<file path="src/rtl/fdm_pkg.sv">
package fdm_pkg;
  localparam int RESYNC_W = 4;
  typedef logic [RESYNC_W-1:0] resync_t;

  function automatic logic resync_on(input resync_t code);
    return |code;
  endfunction
endpackage

</file>
<file path="src/rtl/fdm_rstsync.sv">
module fdm_rstsync #(
  parameter int STAGES = 2
) (
  input  logic clk,
  input  logic rst_n,
  output logic rst_sync_n
);
  logic [STAGES-1:0] chain_q;
  logic [STAGES-1:0] chain_d;

  always_comb begin
    chain_d = {chain_q[STAGES-2:0], 1'b1};
  end

  always_ff @(posedge clk or negedge rst_n) begin
    if (!rst_n) chain_q <= '0;
    else        chain_q <= chain_d;
  end

  assign rst_sync_n = chain_q[STAGES-1];
endmodule

</file>
<file path="src/rtl/fdm_cfg.sv">
module fdm_cfg #(
  parameter int INT_W = 16,
  parameter int MOD_W = 12
) (
  input  logic             clk,
  input  logic             rst_n,
  input  logic             load_i,
  input  logic [INT_W-1:0] int_i,
  input  logic [MOD_W-1:0] frac_i,
  input  logic [MOD_W-1:0] mod_i,
  output logic             load_ok_o,
  output logic [INT_W-1:0] int_q_o,
  output logic [MOD_W-1:0] frac_q_o,
  output logic [MOD_W-1:0] mod_q_o,
  output logic [INT_W-1:0] eff_int_o,
  output logic [MOD_W-1:0] eff_frac_o,
  output logic [MOD_W-1:0] eff_mod_o,
  output logic             err_o
);
  logic             legal;
  logic             cfg_en;
  logic             err_en;
  logic [INT_W-1:0] int_q;
  logic [MOD_W-1:0] frac_q;
  logic [MOD_W-1:0] mod_q;
  logic             err_q;
  logic             err_d;

  // next state
  always_comb begin
    legal  = (frac_i < mod_i);
    cfg_en = load_i && legal;
    err_en = load_i;
    err_d  = !legal;
  end

  // registers
  always_ff @(posedge clk or negedge rst_n) begin
    if (!rst_n) begin
      int_q  <= '0;
      frac_q <= '0;
      mod_q  <= MOD_W'(1);
    end else if (cfg_en) begin
      int_q  <= int_i;
      frac_q <= frac_i;
      mod_q  <= mod_i;
    end
  end

  always_ff @(posedge clk or negedge rst_n) begin
    if (!rst_n)      err_q <= 1'b0;
    else if (err_en) err_q <= err_d;
  end

  assign load_ok_o  = cfg_en;
  assign int_q_o    = int_q;
  assign frac_q_o   = frac_q;
  assign mod_q_o    = mod_q;
  assign eff_int_o  = cfg_en ? int_i  : int_q;
  assign eff_frac_o = cfg_en ? frac_i : frac_q;
  assign eff_mod_o  = cfg_en ? mod_i  : mod_q;
  assign err_o      = err_q;

  // refused load leaves the setting untouched and raises the flag
  assert_reject_hold_R3: assert property (@(posedge clk) disable iff (!rst_n)
    (load_i && !(frac_i < mod_i)) |=>
      ($stable(int_q) && $stable(frac_q) && $stable(mod_q) && err_q));

  // the stored setting is always a legal fraction
  assert_cfg_legal_R3: assert property (@(posedge clk) disable iff (!rst_n)
    frac_q < mod_q);
endmodule

</file>
<file path="src/rtl/fdm_modreduce.sv">
module fdm_modreduce #(
  parameter int W = 12
) (
  input  logic [W-1:0] x_i,
  input  logic [W-1:0] m_i,
  output logic [W-1:0] r_o
);
  logic [W:0] rem [0:W];

  assign rem[0] = '0;

  for (genvar g = 0; g < W; g++) begin : g_stage
    logic [W:0] shifted;
    assign shifted    = {rem[g][W-1:0], x_i[W-1-g]};
    assign rem[g+1]   = (shifted >= {1'b0, m_i}) ? (shifted - {1'b0, m_i}) : shifted;
  end

  assign r_o = rem[W][W-1:0];
endmodule

</file>
<file path="src/rtl/fdm_accum.sv">
module fdm_accum #(
  parameter int MOD_W = 12
) (
  input  logic                 clk,
  input  logic                 rst_n,
  input  logic                 load_ok_i,
  input  fdm_pkg::resync_t     resync_i,
  input  logic [MOD_W-1:0]     eff_frac_i,
  input  logic [MOD_W-1:0]     eff_mod_i,
  input  logic [MOD_W-1:0]     mod_q_i,
  output logic                 carry_o
);
  localparam int SUM_W = MOD_W + 1;

  logic [MOD_W-1:0] acc_q;
  logic [MOD_W-1:0] acc_d;
  logic [MOD_W-1:0] residue;
  logic [MOD_W-1:0] base;
  logic [SUM_W-1:0] sum;
  logic             carry;
  logic             acc_en;

  fdm_modreduce #(.W(MOD_W)) u_reduce (
    .x_i (acc_q),
    .m_i (eff_mod_i),
    .r_o (residue)
  );

  // next state
  always_comb begin
    acc_en = 1'b1;
    if (load_ok_i) base = fdm_pkg::resync_on(resync_i) ? '0 : residue;
    else           base = acc_q;
    sum   = SUM_W'(base) + SUM_W'(eff_frac_i);
    carry = (sum >= SUM_W'(eff_mod_i));
    acc_d = carry ? MOD_W'(sum - SUM_W'(eff_mod_i)) : MOD_W'(sum);
  end

  // registers
  always_ff @(posedge clk or negedge rst_n) begin
    if (!rst_n)      acc_q <= '0;
    else if (acc_en) acc_q <= acc_d;
  end

  assign carry_o = carry;

  // accumulator never reaches the stored modulus
  assert_acc_bound_R1: assert property (@(posedge clk) disable iff (!rst_n)
    acc_q < mod_q_i);

  // a resync load restarts from zero, so after one step it holds the numerator
  assert_resync_clear_R4: assert property (@(posedge clk) disable iff (!rst_n)
    (load_ok_i && fdm_pkg::resync_on(resync_i)) |=> (acc_q == $past(eff_frac_i)));
endmodule

</file>
<file path="src/rtl/fracn_divmod.sv">
module fracn_divmod #(
  parameter int INT_W = 16,
  parameter int MOD_W = 12
) (
  input  logic               clk,
  input  logic               rst_n,
  input  logic               load_i,
  input  logic [INT_W-1:0]   int_i,
  input  logic [MOD_W-1:0]   frac_i,
  input  logic [MOD_W-1:0]   mod_i,
  input  logic [3:0]         resync_i,
  output logic [INT_W:0]     div_o,
  output logic               err_o
);
  localparam int DIV_W = INT_W + 1;

  logic             rst_sync_n;
  logic             load_ok;
  logic [INT_W-1:0] int_q;
  logic [MOD_W-1:0] frac_q;
  logic [MOD_W-1:0] mod_q;
  logic [INT_W-1:0] eff_int;
  logic [MOD_W-1:0] eff_frac;
  logic [MOD_W-1:0] eff_mod;
  logic             carry;
  logic [DIV_W-1:0] div_q;
  logic [DIV_W-1:0] div_d;
  logic             div_en;

  fdm_rstsync #(.STAGES(2)) u_rst (
    .clk        (clk),
    .rst_n      (rst_n),
    .rst_sync_n (rst_sync_n)
  );

  fdm_cfg #(.INT_W(INT_W), .MOD_W(MOD_W)) u_cfg (
    .clk        (clk),
    .rst_n      (rst_sync_n),
    .load_i     (load_i),
    .int_i      (int_i),
    .frac_i     (frac_i),
    .mod_i      (mod_i),
    .load_ok_o  (load_ok),
    .int_q_o    (int_q),
    .frac_q_o   (frac_q),
    .mod_q_o    (mod_q),
    .eff_int_o  (eff_int),
    .eff_frac_o (eff_frac),
    .eff_mod_o  (eff_mod),
    .err_o      (err_o)
  );

  fdm_accum #(.MOD_W(MOD_W)) u_acc (
    .clk        (clk),
    .rst_n      (rst_sync_n),
    .load_ok_i  (load_ok),
    .resync_i   (resync_i),
    .eff_frac_i (eff_frac),
    .eff_mod_i  (eff_mod),
    .mod_q_i    (mod_q),
    .carry_o    (carry)
  );

  // next state
  always_comb begin
    div_en = 1'b1;
    div_d  = DIV_W'(eff_int) + DIV_W'(carry);
  end

  // registers
  always_ff @(posedge clk or negedge rst_sync_n) begin
    if (!rst_sync_n) div_q <= '0;
    else if (div_en) div_q <= div_d;
  end

  assign div_o = div_q;

  // without a load the output is the stored integer part or one above it
  assert_dither_range_R1: assert property (@(posedge clk) disable iff (!rst_sync_n)
    !load_i |=> ((div_o == DIV_W'($past(int_q))) || (div_o == DIV_W'($past(int_q)) + 1'b1)));

  // an accepted load is reflected on the very next output
  assert_load_apply_R2: assert property (@(posedge clk) disable iff (!rst_sync_n)
    (load_i && (frac_i < mod_i)) |=>
      ((div_o == DIV_W'($past(int_i))) || (div_o == DIV_W'($past(int_i)) + 1'b1)));

  // zero numerator means no dithering
  assert_no_dither_R6: assert property (@(posedge clk) disable iff (!rst_sync_n)
    (!load_i && (frac_q == '0)) |=> (div_o == DIV_W'($past(int_q))));
endmodule

</file>
<file path="config.mk">
export PLATFORM = sky130hd
export DESIGN_NAME = fracn_divmod
export DESIGN_NICKNAME = d
export VERILOG_FILES = /design/src/rtl/fdm_pkg.sv /design/src/rtl/fdm_rstsync.sv /design/src/rtl/fdm_cfg.sv /design/src/rtl/fdm_modreduce.sv /design/src/rtl/fdm_accum.sv /design/src/rtl/fracn_divmod.sv
export SDC_FILE = /design/constraint.sdc
export NUM_CORES = 1
export LEC_CHECK = 0
export BUFFER_PORTS_ARGS = -buffer_cell sky130_fd_sc_hd__buf_4
export CAP_MARGIN = 20
export CORE_MARGIN = 2
export CORE_UTILIZATION = 60
export DETAILED_ROUTE_END_ITERATION = 12
export GPL_ROUTABILITY_DRIVEN = 0
export HOLD_SLACK_MARGIN = 0.05
export PLACE_DENSITY_LB_ADDON = 0.25
export SYNTH_ARGS = -nofsm -noshare
export SYNTH_HDL_FRONTEND = slang
export SYNTH_HIERARCHICAL = 1
export SYNTH_SLANG_ARGS = --single-unit
</file>
<file path="constraint.sdc">
create_clock -name clk -period 2.9 [get_ports clk]
set_input_delay 0.29 -clock clk [delete_from_list [all_inputs] [get_ports clk]]
set_output_delay 0.29 -clock clk [all_outputs]
set_load 0.02 [all_outputs]
</file>
==> results of run 1 <==
## stage by stage
step | setup TNS (ns) | hold slack [ns] | utilization, %
3_5_place_dp | -839.88 | 0.0741 | 85.6
2_1_floorplan | -824.08 | -0.00559 | -
3_3_place_gp | -775.25 | 0.0734 | 85.6
## kinds of logic after synthesis
family                   synth area share (%)
AO/OA/AOI/OAI                            29.1
AND/OR/NAND/NOR                          17.3
buffers and inverters                    5.85
adder cells (fa/ha/maj)                  17.6
multiplexers                             9.72
XOR/XNOR                                 7.32
flip-flops                               13.1
other                                  0.0273
==> results_tabular.tex, run 1 <==
\begin{tabular}{lr}
\hline
Metric & Value \\
\hline
\multicolumn{2}{l}{\textbf{Synthesis}} \\
\quad Synthesized area per cell & 8.37 um2 \\
\quad Register area share after synthesis & 13.1\% \\
\quad Most frequently used flop master after synthesis & dfrtp\_1 \\
\quad Count of distinct cell types in the synthesized netlist & 97 \\
\quad Area contributors post-synth & ha\_1 16\%, dfrtp\_1 13\%, mux2\_2 4.9\%, o21ai\_0 4.6\%, xnor2\_1 4.5\% \\
\quad Top-count cell post-synth & ha\_1 \\
\quad Top post-synthesis cells by count & 173 x ha\_1, 126 x o21ai\_0, 125 x inv\_1, 114 x nor2\_1, 89 x nand2\_1 \\
\quad Cell accounting for the most synthesized area & ha\_1 \\
\quad Fraction of registers with async set or reset after synthesis & between 90\% and 100\% \\
\quad Total of flip-flops plus latches after synthesis & 72 \\
\quad Number of flops mapped to enable cells by yosys & 0 \\
\quad Synthesized net count & 1,876 \\
\quad Area of the mapped netlist & 13,800 um2 \\
\quad Yosys warns & 6 \\
\quad Area share of the largest cell type after synthesis & between 15 and 20\% \\
\quad Cell count after synthesis & between 1,500 and 2,000 \\
\multicolumn{2}{l}{\textbf{Clock network}} \\
\quad Num CTS Buffers & 9 \\
\quad TritonCTS sink count & 72 \\
\quad Post-cts hold buffer count & 1 \\
\quad Number of buffers on the longest clock path & 2 \\
\quad H-Tree Depth & 3 \\
\quad Post-CTS Setup Inserts & around 150 \\
\quad Count of cells resized by post-cts repair & between 200 and 300 \\
\quad CTS root buf & clkbuf\_16 \\
\multicolumn{2}{l}{\textbf{Place}} \\
\quad Worst slack at placement & -29.24 ns \\
\quad Post-Place Cells & 2,522 \\
\quad Number of buffers inserted by port buffering & between 60 and 70 \\
\quad Hpwl dp & 43,500 um \\
\quad Cell area reported after detailed placement & between 15,000 and 20,000 um2 \\
\multicolumn{2}{l}{\textbf{Floorplan}} \\
\quad Row count & between 50 and 60 \\
\quad Die boundary height & between 150 and 200 um \\
\quad Number of top-level design ports & 65 \\
\quad Starting utilization of the core area & about three fifths \\
\quad Die W & 155 um \\
\multicolumn{2}{l}{\textbf{Outcome}} \\
\quad Stage at which the run stopped & clock tree synthesis \\
\quad Run status & stopped before the end \\
\quad Halt Reason & [ERROR DPL-0033] detailed placement checks failed during check placement. \\
\hline
\end{tabular}
==> run 2, diff against run 1 <==
--- a/config.mk
+++ b/config.mk
@@ -8,11 +8,10 @@
 export BUFFER_PORTS_ARGS = -buffer_cell sky130_fd_sc_hd__buf_4
 export CAP_MARGIN = 20
 export CORE_MARGIN = 2
-export CORE_UTILIZATION = 60
+export CORE_UTILIZATION = 40
 export DETAILED_ROUTE_END_ITERATION = 12
 export GPL_ROUTABILITY_DRIVEN = 0
-export HOLD_SLACK_MARGIN = 0.05
-export PLACE_DENSITY_LB_ADDON = 0.25
+export PLACE_DENSITY_LB_ADDON = 0.15
 export SYNTH_ARGS = -nofsm -noshare
 export SYNTH_HDL_FRONTEND = slang
 export SYNTH_HIERARCHICAL = 1
==> run 2 against run 1 <==
The flow now finishes, with violations (setup timing). Synthesized cell count unchanged. Area after synthesis unchanged.
==> results_tabular.tex, run 2 <==
\begin{tabular}{lr}
\hline
Metric & Value \\
\hline
\multicolumn{2}{l}{\textbf{Outcome}} \\
\quad Run status & complete, but fails checks \\
\quad Failing checks & setup timing \\
\multicolumn{2}{l}{\textbf{Detailed routing}} \\
\quad Antenna violation net count after detailed routing & 0 \\
\quad Number of DRC markers after the initial detailed-route iteration & 1,017 \\
\quad Post-detailed-route wirelength per cell & between 15 and 20 um \\
\quad Total wire length & 52,500 um \\
\quad Number of vias per cell after detailed routing & between 5 and 6 \\
\quad Total number of vias & 15,973 \\
\quad Detailed Routing Iterations Pass 1 & 5 \\
\quad DRC Markers & 0 \\
\multicolumn{2}{l}{\textbf{Place}} \\
\quad Cell area reported after detailed placement & 19,800 um2 \\
\quad Hpwl dp & $\sim$38,000 um \\
\quad Number of buffers inserted by port buffering & between 60 and 70 \\
\multicolumn{2}{l}{\textbf{STA}} \\
\quad Setup skew after layout & between 0.007 and 0.008 ns \\
\quad Fin. Hold Viols & 0 \\
\quad Achievable frequency & about 0.034 GHz \\
\quad Post-Route Setup TNS & -756.55 ns \\
\quad Period Utilization, post-route & 1010\% \\
\quad Final count of negative-setup-slack endpoints & 29 \\
\quad Slew of the pin with the lowest slew margin & around 0.99 ns \\
\quad Relative slew margins & between 30\% and 40\% \\
\quad Worst hold margin & between 0.2 and 0.25 ns \\
\quad Fin. max-slew vios & 0 \\
\quad Final worst setup slack & -26.36 ns \\
\quad Minimum clock period after layout & 29.26 ns \\
\quad RSZ-0062 raised after global routing & true \\
\multicolumn{2}{l}{\textbf{Final layout}} \\
\quad Layout cell share with drive strength beyond 1 & a little over half \\
\quad Area growth from synthesis to layout & 64.7\% \\
\quad Final antenna diode count & 0 \\
\quad \# nets final & between 2,000 and 3,000 \\
\quad Commonest cells after routing, fill and taps aside & 801 x buf\_4, 127 x ha\_1, 107 x inv\_1 \\
\quad Fill cell count & between 2,000 and 3,000 \\
\quad Finished layout cell area & between 20,000 and 25,000 um2 \\
\quad Fraction of the core area covered by cells at the end of the flow & around 67\% \\
\quad Most common cell after layout, fill and taps aside & buf\_4 \\
\quad Max reg flops & 17 \\
\multicolumn{2}{l}{\textbf{Synthesis}} \\
\quad Number of flops mapped to enable cells by yosys & 0 \\
\quad Area contributors post-synth & ha\_1 16\%, dfrtp\_1 13\%, mux2\_2 4.9\%, o21ai\_0 4.6\%, xnor2\_1 4.5\% \\
\quad Count of distinct cell types in the synthesized netlist & between 90 and 100 \\
\quad Top-count cell post-synth & ha\_1 \\
\quad Total of flip-flops plus latches after synthesis & 72 \\
\quad Yosys warns & 6 \\
\quad Cell accounting for the most synthesized area & ha\_1 \\
\quad Synthesized net count & about 1,900 \\
\quad Fraction of registers with async set or reset after synthesis & between 90\% and 100\% \\
\quad Synthesized area per cell & around 8.4 um2 \\
\quad Register area share after synthesis & between 10\% and 20\% \\
\quad Area of the mapped netlist & approximately 14,000 um2 \\
\quad Most frequently used flop master after synthesis & dfrtp\_1 \\
\quad Top post-synthesis cells by count & 173 x ha\_1, 126 x o21ai\_0, 125 x inv\_1, 114 x nor2\_1, 89 x nand2\_1 \\
\quad Area share of the largest cell type after synthesis & between 15 and 20\% \\
\quad Cell count after synthesis & around 1,600 \\
\multicolumn{2}{l}{\textbf{Hold path}} \\
\quad Classification of the worst-slack hold path & in2reg \\
\multicolumn{2}{l}{\textbf{Clock network}} \\
\quad Num CTS Buffers & 9 \\
\quad Number of buffers on the longest clock path & 2 \\
\quad H-Tree Depth & 3 \\
\quad CTS root buf & clkbuf\_16 \\
\quad Clock-pin slew on the worst setup and hold paths & about 0.060 ns \\
\quad TritonCTS sink count & between 70 and 80 \\
\quad Insertion delay to the later sink of the worst-skew pair & $\sim$0.35 ns \\
\quad TritonCTS clock tree & built \\
\multicolumn{2}{l}{\textbf{Floorplan}} \\
\quad Die outline area & 35,900 um2 \\
\quad Core region area & approximately 34,000 um2 \\
\quad Die boundary height & between 150 and 200 um \\
\quad Row count & 67 \\
\quad Number of top-level design ports & 65 \\
\quad Die W & $\sim$190 um \\
\quad Starting utilization of the core area & between 40 and 50\% \\
\multicolumn{2}{l}{\textbf{Global routing}} \\
\quad Antenna violations before repair & 0 \\
\quad Total overflow reported by the global router & 0 \\
\quad Global-route wire length before repair & 81,300 um \\
\quad All-Layer GR Usage & approximately 28\% \\
\quad Number of global-route vias before repair & between 15,000 and 20,000 \\
\quad Maximum number of pins on one net before global-route repair & between 70 and 80 \\
\multicolumn{2}{l}{\textbf{Worst setup path}} \\
\quad Worst setup SP type & primary input \\
\quad Crit Path Category & in2reg \\
\quad Crit. End Element & flip-flop \\
\quad CP peak stage delay & about 0.40 ns \\
\quad Critical Path RT & around 3.1 ns \\
\quad Arrival time at the worst endpoint & approximately 29 ns \\
\quad Cell family with most CP delay & compound AO/OA/AOI/OAI gates \\
\quad Most frequent CP cell & buf\_4 \\
\quad Crit path max fanout & 8 \\
\quad Highest-delay cell along the critical path & a221o\_1 \\
\quad CP bufs+invs & 30 \\
\multicolumn{2}{l}{\textbf{Job}} \\
\quad Max Cap Viol & 0 \\
\hline
\end{tabular}
==> run 2: cell counts after synthesis <==
Identical to the previous run, type by type.
==> run 2: stage by stage <==
step           setup WS (ns)  cells
6_report              -26.36   2874
5_1_grt               -27.72   2874
4_1_cts               -26.02   2829
3_5_place_dp          -27.98   2714
3_3_place_gp          -27.42   2714
2_1_floorplan         -28.75   1643
==> run 2: cell families after synthesis <==
family,share of synthesized area [%]
multiplexers,9.72
flip-flops,13.1
other,0.0273
AND/OR/NAND/NOR,17.3
buffers and inverters,5.85
AO/OA/AOI/OAI,29.1
adder cells (fa/ha/maj),17.6
XOR/XNOR,7.32
==> run 2: repair_timing <==
action | CTS | global route
gates cloned | 1 | 2
buffers inserted | 99 | 44
pin swaps | 123 | 104
hold buffers | 1 | 0
setup endpoints to repair | 29 | 29
resized for setup | 158 | 135
endpoints found under the hold margin | 2 | 0
==> run 2: layout make-up <==
cell class	instances	area, um2	share of cell area [%]
repair buffers	834	6460	28.5
multi-input cells	1377	13000	57.4
well taps	448	561	2.47
flip-flops and latches	72	1810	7.97
clock buffers	10	229	1.01
inverters	127	503	2.22
clock inverters	6	92.6	0.409
==> run 2: path summary, 6_finish.rpt <==
| kind | slack (ns) | cells past startpoint | to | start |
|---|---|---|---|---|
| worst max-delay path | -26.36 | 177 | div_o[12]$_DFF_PN0_ | mod_i[7] |
| worst min-delay path | 0.22 | 2 | u_cfg/err_o$_DFFE_PN0P_ | load_i |
| worst max register to register | -25.99 | 172 | div_o[12]$_DFF_PN0_ | u_cfg/mod_q_o[0]$_DFF_PN1_ |
| worst min register to register | 0.37 | 0 | u_rst/chain_q[1]$_DFF_PN0_ | u_rst/chain_q[0]$_DFF_PN0_ |
| max in group asynchronous | 1.76 | 0 | u_cfg/int_q_o[13]$_DFF_PN0_ | u_rst/chain_q[1]$_DFF_PN0_ |
| min in group asynchronous | 0.26 | 2 | u_rst/chain_q[0]$_DFF_PN0_ | rst_n |
==> run 2: layer usage <==
layer  global-route usage [%]  wire length (um)  vias up
met5                        0                 0        -
met4                     9.21              1720        0
met3                     2.87              2270      107
met2                     47.5             24900      441
met1                     37.2             23600     7706
li1                         -                 -     7719
Power of run 2 is left out: the tool's default activity adds up to more than one toggle a clock period on the data nets, which glitch-free logic cannot reach.
==> run 3, diff against run 2 <==
--- a/config.mk
+++ b/config.mk
@@ -9,6 +9,7 @@
 export CAP_MARGIN = 20
 export CORE_MARGIN = 2
 export CORE_UTILIZATION = 40
+export CTS_BUF_LIST = sky130_fd_sc_hd__clkbuf_8
 export DETAILED_ROUTE_END_ITERATION = 12
 export GPL_ROUTABILITY_DRIVEN = 0
 export PLACE_DENSITY_LB_ADDON = 0.15
==> run 3 against run 2 <==
The flow still finishes with violations (setup timing). Global-route usage is 0.29 points higher. First-iteration DRC count rose by 16%. Utilization up 1.2 points. Sequential share of layout area down 0.14 points. Via count rose by 1.9%. Register-to-register slack worse by 0.42 ns. Largest cell class unchanged.
==> results_tabular.tex, run 3 (synthesized netlist as in run 2, its figures left out) <==
\begin{tabular}{lr}
\hline
Metric & Value \\
\hline
\multicolumn{2}{l}{\textbf{Outcome}} \\
\quad Run status & complete, but fails checks \\
\quad Failing checks & setup timing \\
\multicolumn{2}{l}{\textbf{Floorplan}} \\
\quad Die outline area & approximately 36,000 um2 \\
\quad Number of top-level design ports & 65 \\
\quad Die boundary height & around 190 um \\
\quad Die W & between 150 and 200 um \\
\quad Starting utilization of the core area & between 40\% and 50\% \\
\quad Row count & 67 \\
\quad Core region area & between 30,000 and 40,000 um2 \\
\multicolumn{2}{l}{\textbf{Hold path}} \\
\quad Classification of the worst-slack hold path & in2reg \\
\multicolumn{2}{l}{\textbf{Final layout}} \\
\quad Max reg flops & 17 \\
\quad Fraction of the core area covered by cells at the end of the flow & 68.5\% \\
\quad Final antenna diode count & 0 \\
\quad Area growth from synthesis to layout & 67.7\% \\
\quad Layout cell share with drive strength beyond 1 & 54.6\% \\
\quad \# nets final & about 2,700 \\
\quad Most common cell after layout, fill and taps aside & buf\_4 \\
\quad Commonest cells after routing, fill and taps aside & 816 x buf\_4, 122 x ha\_1, 107 x inv\_1 \\
\multicolumn{2}{l}{\textbf{Detailed routing}} \\
\quad Total wire length & between 50,000 and 60,000 um \\
\quad Number of DRC markers after the initial detailed-route iteration & around 1,200 \\
\quad DRC Markers & 0 \\
\quad Post-detailed-route wirelength per cell & 18.8 um \\
\quad Total number of vias & 16,275 \\
\quad Detailed Routing Iterations Pass 1 & 5 \\
\quad Number of vias per cell after detailed routing & 5.60 \\
\quad Antenna violation net count after detailed routing & 0 \\
\multicolumn{2}{l}{\textbf{STA}} \\
\quad RSZ-0062 raised after global routing & true \\
\quad Achievable frequency & 0.0337 GHz \\
\quad Setup skew after layout & about 0.012 ns \\
\quad Fin. Hold Viols & 0 \\
\quad Final count of negative-setup-slack endpoints & 29 \\
\quad Relative slew margins & between 30\% and 40\% \\
\quad Fin. max-slew vios & 0 \\
\quad Slew of the pin with the lowest slew margin & 0.995 ns \\
\quad Final worst setup slack & -26.75 ns \\
\quad Minimum clock period after layout & 29.65 ns \\
\quad Period Utilization, post-route & 1020\% \\
\multicolumn{2}{l}{\textbf{Worst setup path}} \\
\quad Crit path max fanout & 7 \\
\quad CP peak stage delay & 0.39 ns \\
\quad Arrival time at the worst endpoint & $\sim$30 ns \\
\quad Worst setup SP type & primary input \\
\quad R2R Setup Slk & -26.41 ns \\
\quad Most frequent CP cell & buf\_4 \\
\quad Crit. End Element & flip-flop \\
\quad Critical Path RT & approximately 3.2 ns \\
\quad Highest-delay cell along the critical path & or3\_4 \\
\quad Crit Path Category & in2reg \\
\multicolumn{2}{l}{\textbf{Clock network}} \\
\quad TritonCTS clock tree & built \\
\quad CTS root buf & clkbuf\_8 \\
\quad H-Tree Depth & 3 \\
\quad Number of buffers on the longest clock path & 2 \\
\quad Insertion delay to the later sink of the worst-skew pair & 0.39 ns \\
\quad TritonCTS sink count & 72 \\
\quad Clock-pin slew on the worst setup and hold paths & 0.08 ns \\
\quad Num CTS Buffers & 9 \\
\multicolumn{2}{l}{\textbf{Global routing}} \\
\quad All-Layer GR Usage & between 20\% and 30\% \\
\quad Antenna violations before repair & 0 \\
\quad Maximum number of pins on one net before global-route repair & 71 \\
\quad Number of global-route vias before repair & 15,885 \\
\quad Global-route wire length before repair & 82,400 um \\
\quad Total overflow reported by the global router & 0 \\
\multicolumn{2}{l}{\textbf{Place}} \\
\quad Number of buffers inserted by port buffering & 64 \\
\quad Hpwl dp & between 30,000 and 40,000 um \\
\multicolumn{2}{l}{\textbf{Job}} \\
\quad Max Cap Viol & 0 \\
\hline
\end{tabular}
## run 3: what timing repair did
action / 4_1_cts / 5_1_grt
gates resized for setup: 155 / 181
gates cloned: 1 / 4
pin swaps: 122 / 164
hold buffers: 1 / 0
endpoints found under the hold margin: 2 / 0
buffers inserted: 111 / 62
setup endpoints to repair: 29 / 29
## run 3: final cells by class
type	count	area [um2]
Multi-Input combinational cell	1377	13200
Clock buffer	9	124
Tap cell	448	561
Fill cell	2558	10600
Sequential cell	72	1810
Timing Repair Buffer	864	6780
Inverter	127	505
Clock inverter	7	96.3
## run 3: metal layers
metal / vias to the layer above / GRT usage [%] / wire length, um / part of all wire [%]
met2: 507 / 48.2 / 25800 / 47
met5: - / 0 / 0 / 0
met4: 0 / 9.21 / 2220 / 4.1
li1: 7774 / - / - / -
met3: 147 / 2.15 / 2590 / 4.7
met1: 7847 / 38.0 / 24000 / 44
## run 3: path summary, 6_finish.rpt
path,startpoint,to,depth (start not counted)
setup / recovery,mod_i[7],div_o[12]$_DFF_PN0_,180
hold / removal,load_i,u_cfg/err_o$_DFFE_PN0P_,2
setup reg to reg,u_cfg/mod_q_o[0]$_DFF_PN1_,div_o[12]$_DFF_PN0_,175
hold reg to reg,u_rst/chain_q[0]$_DFF_PN0_,u_rst/chain_q[1]$_DFF_PN0_,0
max in group asynchronous,u_rst/chain_q[1]$_DFF_PN0_,u_cfg/int_q_o[10]$_DFF_PN0_,0
min in group asynchronous,rst_n,u_rst/chain_q[1]$_DFF_PN0_,2
## run 3: critical path: cells and delay by family
family                   cells  cell delay, ns
AO/OA/AOI/OAI               71           12.45
AND/OR/NAND/NOR             43            5.79
buffers and inverters       38            4.54
adder cells (fa/ha/maj)     17            4.06
multiplexers                 9            2.43
XOR/XNOR                     2            0.32
## run 3: stage by stage
stage	setup WS (ns)	cells	hold WS (ns)	setup TNS [ns]	instance area (um2)
6_report	-26.75	2904	0.182	-767.31	23100
5_1_grt	-28.12	2904	0.183	-806.46	23100
4_1_cts	-26.00	2842	0.172	-747.13	21600
3_5_place_dp	-27.98	2714	0.0744	-803.60	19800
3_3_place_gp	-27.42	2714	0.0726	-788.18	19800
2_1_floorplan	-28.75	1643	-0.00559	-824.08	14400
Power of run 3 is left out for the same reason.
==> run 4, diff against run 3 <==
--- a/config.mk
+++ b/config.mk
@@ -5,6 +5,7 @@
 export SDC_FILE = /design/constraint.sdc
 export NUM_CORES = 1
 export LEC_CHECK = 0
+export ABC_AREA = 1
 export BUFFER_PORTS_ARGS = -buffer_cell sky130_fd_sc_hd__buf_4
 export CAP_MARGIN = 20
 export CORE_MARGIN = 2
@@ -12,8 +13,8 @@
 export CTS_BUF_LIST = sky130_fd_sc_hd__clkbuf_8
 export DETAILED_ROUTE_END_ITERATION = 12
 export GPL_ROUTABILITY_DRIVEN = 0
+export HOLD_SLACK_MARGIN = 0.05
 export PLACE_DENSITY_LB_ADDON = 0.15
 export SYNTH_ARGS = -nofsm -noshare
 export SYNTH_HDL_FRONTEND = slang
-export SYNTH_HIERARCHICAL = 1
 export SYNTH_SLANG_ARGS = --single-unit
==> run 4 against run 3 <==
Setup slack improved by 1.5 ns. First-iteration DRC count fell by 35%. Via count fell by 5.3%. Highest routed layer unchanged. The flow still finishes with violations (setup timing). Largest cell class unchanged.
==> results_tabular.tex, run 4 <==
\begin{tabular}{lr}
\hline
Metric & Value \\
\hline
\multicolumn{2}{l}{\textbf{Global routing}} \\
\quad All-Layer GR Usage & $\sim$29\% \\
\quad Antenna violations before repair & 0 \\
\quad Global-route wire length before repair & between 70,000 and 80,000 um \\
\quad Maximum number of pins on one net before global-route repair & about 70 \\
\quad Number of global-route vias before repair & between 15,000 and 20,000 \\
\quad Total overflow reported by the global router & 0 \\
\multicolumn{2}{l}{\textbf{Outcome}} \\
\quad Run status & complete, but fails checks \\
\quad Failing checks & setup timing \\
\multicolumn{2}{l}{\textbf{STA}} \\
\quad Final count of negative-setup-slack endpoints & 29 \\
\quad Relative slew margins & 36.1\% \\
\quad Minimum clock period after layout & about 28 ns \\
\quad Period Utilization, post-route & 972\% \\
\quad Fin. max-slew vios & 0 \\
\quad Post-Route Setup TNS & -724.42 ns \\
\quad Fin. Hold Viols & 0 \\
\quad Setup skew after layout & about 0.012 ns \\
\quad Slew of the pin with the lowest slew margin & $\sim$0.96 ns \\
\quad Final worst setup slack & -25.27 ns \\
\quad Worst hold margin & roughly 0.18 ns \\
\quad RSZ-0062 raised after global routing & true \\
\quad Achievable frequency & roughly 0.035 GHz \\
\multicolumn{2}{l}{\textbf{Worst setup path}} \\
\quad Critical Path End & div\_o[15]\$\_DFF\_PN0\_ \\
\quad Number of cells traversed by the worst register-to-register path & roughly 230 \\
\quad Crit path max fanout & 6 \\
\quad Reg-to-Reg End & div\_o[15]\$\_DFF\_PN0\_ \\
\quad R2R Setup Slk & -24.88 ns \\
\quad Critical Path RT & about 3.2 ns \\
\quad Highest-delay cell along the critical path & ha\_1 \\
\quad CP peak stage delay & 0.33 ns \\
\quad Startpoint of the worst-slack reg-to-reg timing path & u\_cfg.mod\_q\_o[0]\$\_DFF\_PN1\_ \\
\quad Crit Path Category & in2reg \\
\quad Most frequent CP cell & buf\_4 \\
\quad Worst setup SP type & primary input \\
\quad Critical path launch point & frac\_i[7] \\
\quad Crit. End Element & flip-flop \\
\quad Arrival time at the worst endpoint & 28.48 ns \\
\multicolumn{2}{l}{\textbf{Synthesis}} \\
\quad Yosys warns & 0 \\
\quad Register area share after synthesis & between 10 and 15\% \\
\quad Synthesized area per cell & 6.59 um2 \\
\quad Area share of the largest cell type after synthesis & 17.7\% \\
\quad Fraction of registers with async set or reset after synthesis & 100\% \\
\quad Number of flops mapped to enable cells by yosys & 0 \\
\quad Synthesized net count & 2,064 \\
\quad Top-count cell post-synth & nand2\_1 \\
\quad Most frequently used flop master after synthesis & dfrtp\_1 \\
\quad Total of flip-flops plus latches after synthesis & 72 \\
\quad Cell accounting for the most synthesized area & ha\_1 \\
\quad Count of distinct cell types in the synthesized netlist & between 40 and 50 \\
\quad Area contributors post-synth & ha\_1 18\%, nand2\_1 15\%, dfrtp\_1 15\%, inv\_1 9.0\%, xor2\_1 7.6\% \\
\quad Top post-synthesis cells by count & 487 x nand2\_1, 290 x inv\_1, 171 x ha\_1, 155 x nand3\_1, 125 x a21oi\_1 \\
\quad Cell count after synthesis & 1,833 \\
\quad Area of the mapped netlist & approximately 12,000 um2 \\
\multicolumn{2}{l}{\textbf{Clock network}} \\
\quad CTS root buf & clkbuf\_8 \\
\quad Number of buffers on the longest clock path & 2 \\
\quad Insertion delay to the later sink of the worst-skew pair & about 0.37 ns \\
\quad Num CTS Buffers & 9 \\
\quad Clock-pin slew on the worst setup and hold paths & approximately 0.09 ns \\
\quad TritonCTS sink count & 72 \\
\quad H-Tree Depth & 3 \\
\quad TritonCTS clock tree & built \\
\multicolumn{2}{l}{\textbf{Floorplan}} \\
\quad Die W & between 150 and 200 um \\
\quad Number of top-level design ports & 65 \\
\quad Die outline area & roughly 32,000 um2 \\
\quad Die boundary height & about 180 um \\
\quad Starting utilization of the core area & 40.7\% \\
\quad Core region area & 29,700 um2 \\
\quad Row count & between 60 and 70 \\
\multicolumn{2}{l}{\textbf{Detailed routing}} \\
\quad Number of vias per cell after detailed routing & 5.01 \\
\quad Antenna violation net count after detailed routing & 0 \\
\quad Sum of met2 wire segment lengths after detailed routing & around 24,000 um \\
\quad Total number of vias & 15,405 \\
\quad Post-detailed-route wirelength per cell & $\sim$15 um \\
\quad DRC Markers & 0 \\
\quad Number of DRC markers after the initial detailed-route iteration & 762 \\
\quad Wire length on met3 & 1500 um \\
\quad Total wire length & between 40,000 and 50,000 um \\
\quad Top metal layer carrying routed signals & met4 \\
\quad WL met1 & 19,900 um \\
\quad Detailed Routing Iterations Pass 1 & 7 \\
\multicolumn{2}{l}{\textbf{Place}} \\
\quad Hpwl dp & 33,100 um \\
\quad Number of buffers inserted by port buffering & 64 \\
\multicolumn{2}{l}{\textbf{Final layout}} \\
\quad Most common cell after layout, fill and taps aside & buf\_4 \\
\quad Layout cell share with drive strength beyond 1 & between 40\% and 50\% \\
\quad Commonest cells after routing, fill and taps aside & 850 x buf\_4, 411 x nand2\_1, 228 x inv\_1 \\
\quad Final antenna diode count & 0 \\
\quad \# nets final & 2,910 \\
\quad Area growth from synthesis to layout & 76.2\% \\
\quad Fraction of the core area covered by cells at the end of the flow & 71.7\% \\
\quad Max reg flops & 17 \\
\multicolumn{2}{l}{\textbf{Hold path}} \\
\quad Classification of the worst-slack hold path & in2reg \\
\quad Startpoint of the worst hold path & load\_i \\
\multicolumn{2}{l}{\textbf{Job}} \\
\quad Max Cap Viol & 0 \\
\hline
\end{tabular}
run 4: changes by cell type after synthesis, moves of 33 or more:
cell,change
nand2_1,+398
mux2i_1,-35
xor2_1,+60
xnor2_1,-33
inv_1,+165
o21ai_0,-67
nor2_1,-57
nor4b_1,-42
o211ai_2,-40
mux2_2,-60
a41oi_1,-40
a21oi_1,+38
nand3_1,+136
nor2b_1,-34
run 4: kinds of logic after synthesis:
| kind of cell | count (synthesis) | share of synthesized area (%) |
|---|---|---|
| AND/OR/NAND/NOR | 819 | 30.3 |
| buffers and inverters | 337 | 11.3 |
| AO/OA/AOI/OAI | 278 | 13.4 |
| adder cells (fa/ha/maj) | 184 | 19.9 |
| XOR/XNOR | 142 | 10.3 |
| flip-flops | 72 | 14.9 |
| other | 1 | 0.0310 |
run 4: area by class of cell:
class,instances,area [um2]
multi-input combinational,1424,10800
fill,2279,8420
timing repair buffer,878,6770
sequential,72,1810
inverter,294,1160
tap,390,488
clock buffer,9,124
clock inverter,7,101
run 4: routing by layer:
metal  GRT usage, %  up-vias
met5              0        -
met4           11.2        0
met3           3.26      141
met2           53.6      340
met1           33.9     7250
li1               -     7674
run 4: how the worst min path moves through the flow:
| stage | endpoint | slack, ns | cells after the start |
|---|---|---|---|
| 5_1_grt | u_cfg.err_o$_DFFE_PN0P_ | 0.19 | 3 |
| 3_3_place_gp | u_rst.chain_q[0]$_DFF_PN0_ | 0.07 | 1 |
| 2_1_floorplan | u_rst.chain_q[0]$_DFF_PN0_ | -0.006 | 0 |
| 4_1_cts | u_cfg.err_o$_DFFE_PN0P_ | 0.17 | 3 |
| 3_5_place_dp | u_rst.chain_q[0]$_DFF_PN0_ | 0.08 | 1 |
| 6_report | u_cfg.err_o$_DFFE_PN0P_ | 0.18 | 3 |
run 4: metrics by stage:
stage,setup slack (ns),instance area [um2],instances
3_5_place_dp,-25.47,18100,2837
3_3_place_gp,-24.77,18100,2837
5_1_grt,-27.12,21300,3074
4_1_cts,-23.83,20400,3040
6_report,-25.27,21300,3074
2_1_floorplan,-25.73,13100,1833
run 4: critical path, delay by kind of cell:
family	cells	cell delay (ns)
buffers and inverters	72	7.34
and+or+nand+nor	72	6.89
xor gates and xnor gates	5	0.78
adders and majority gates	17	3.87
AOI/OAI and AO/OA	71	9.29
run 4: what timing repair did:
item | CTS | global route
endpoints found under the hold margin | 2 | 0
gates resized for setup | 151 | 142
pin swaps | 164 | 210
setup endpoints to repair | 29 | 29
hold buffers | 1 | 0
setup buffers | 189 | 45
Power of run 4 is left out for the same reason.
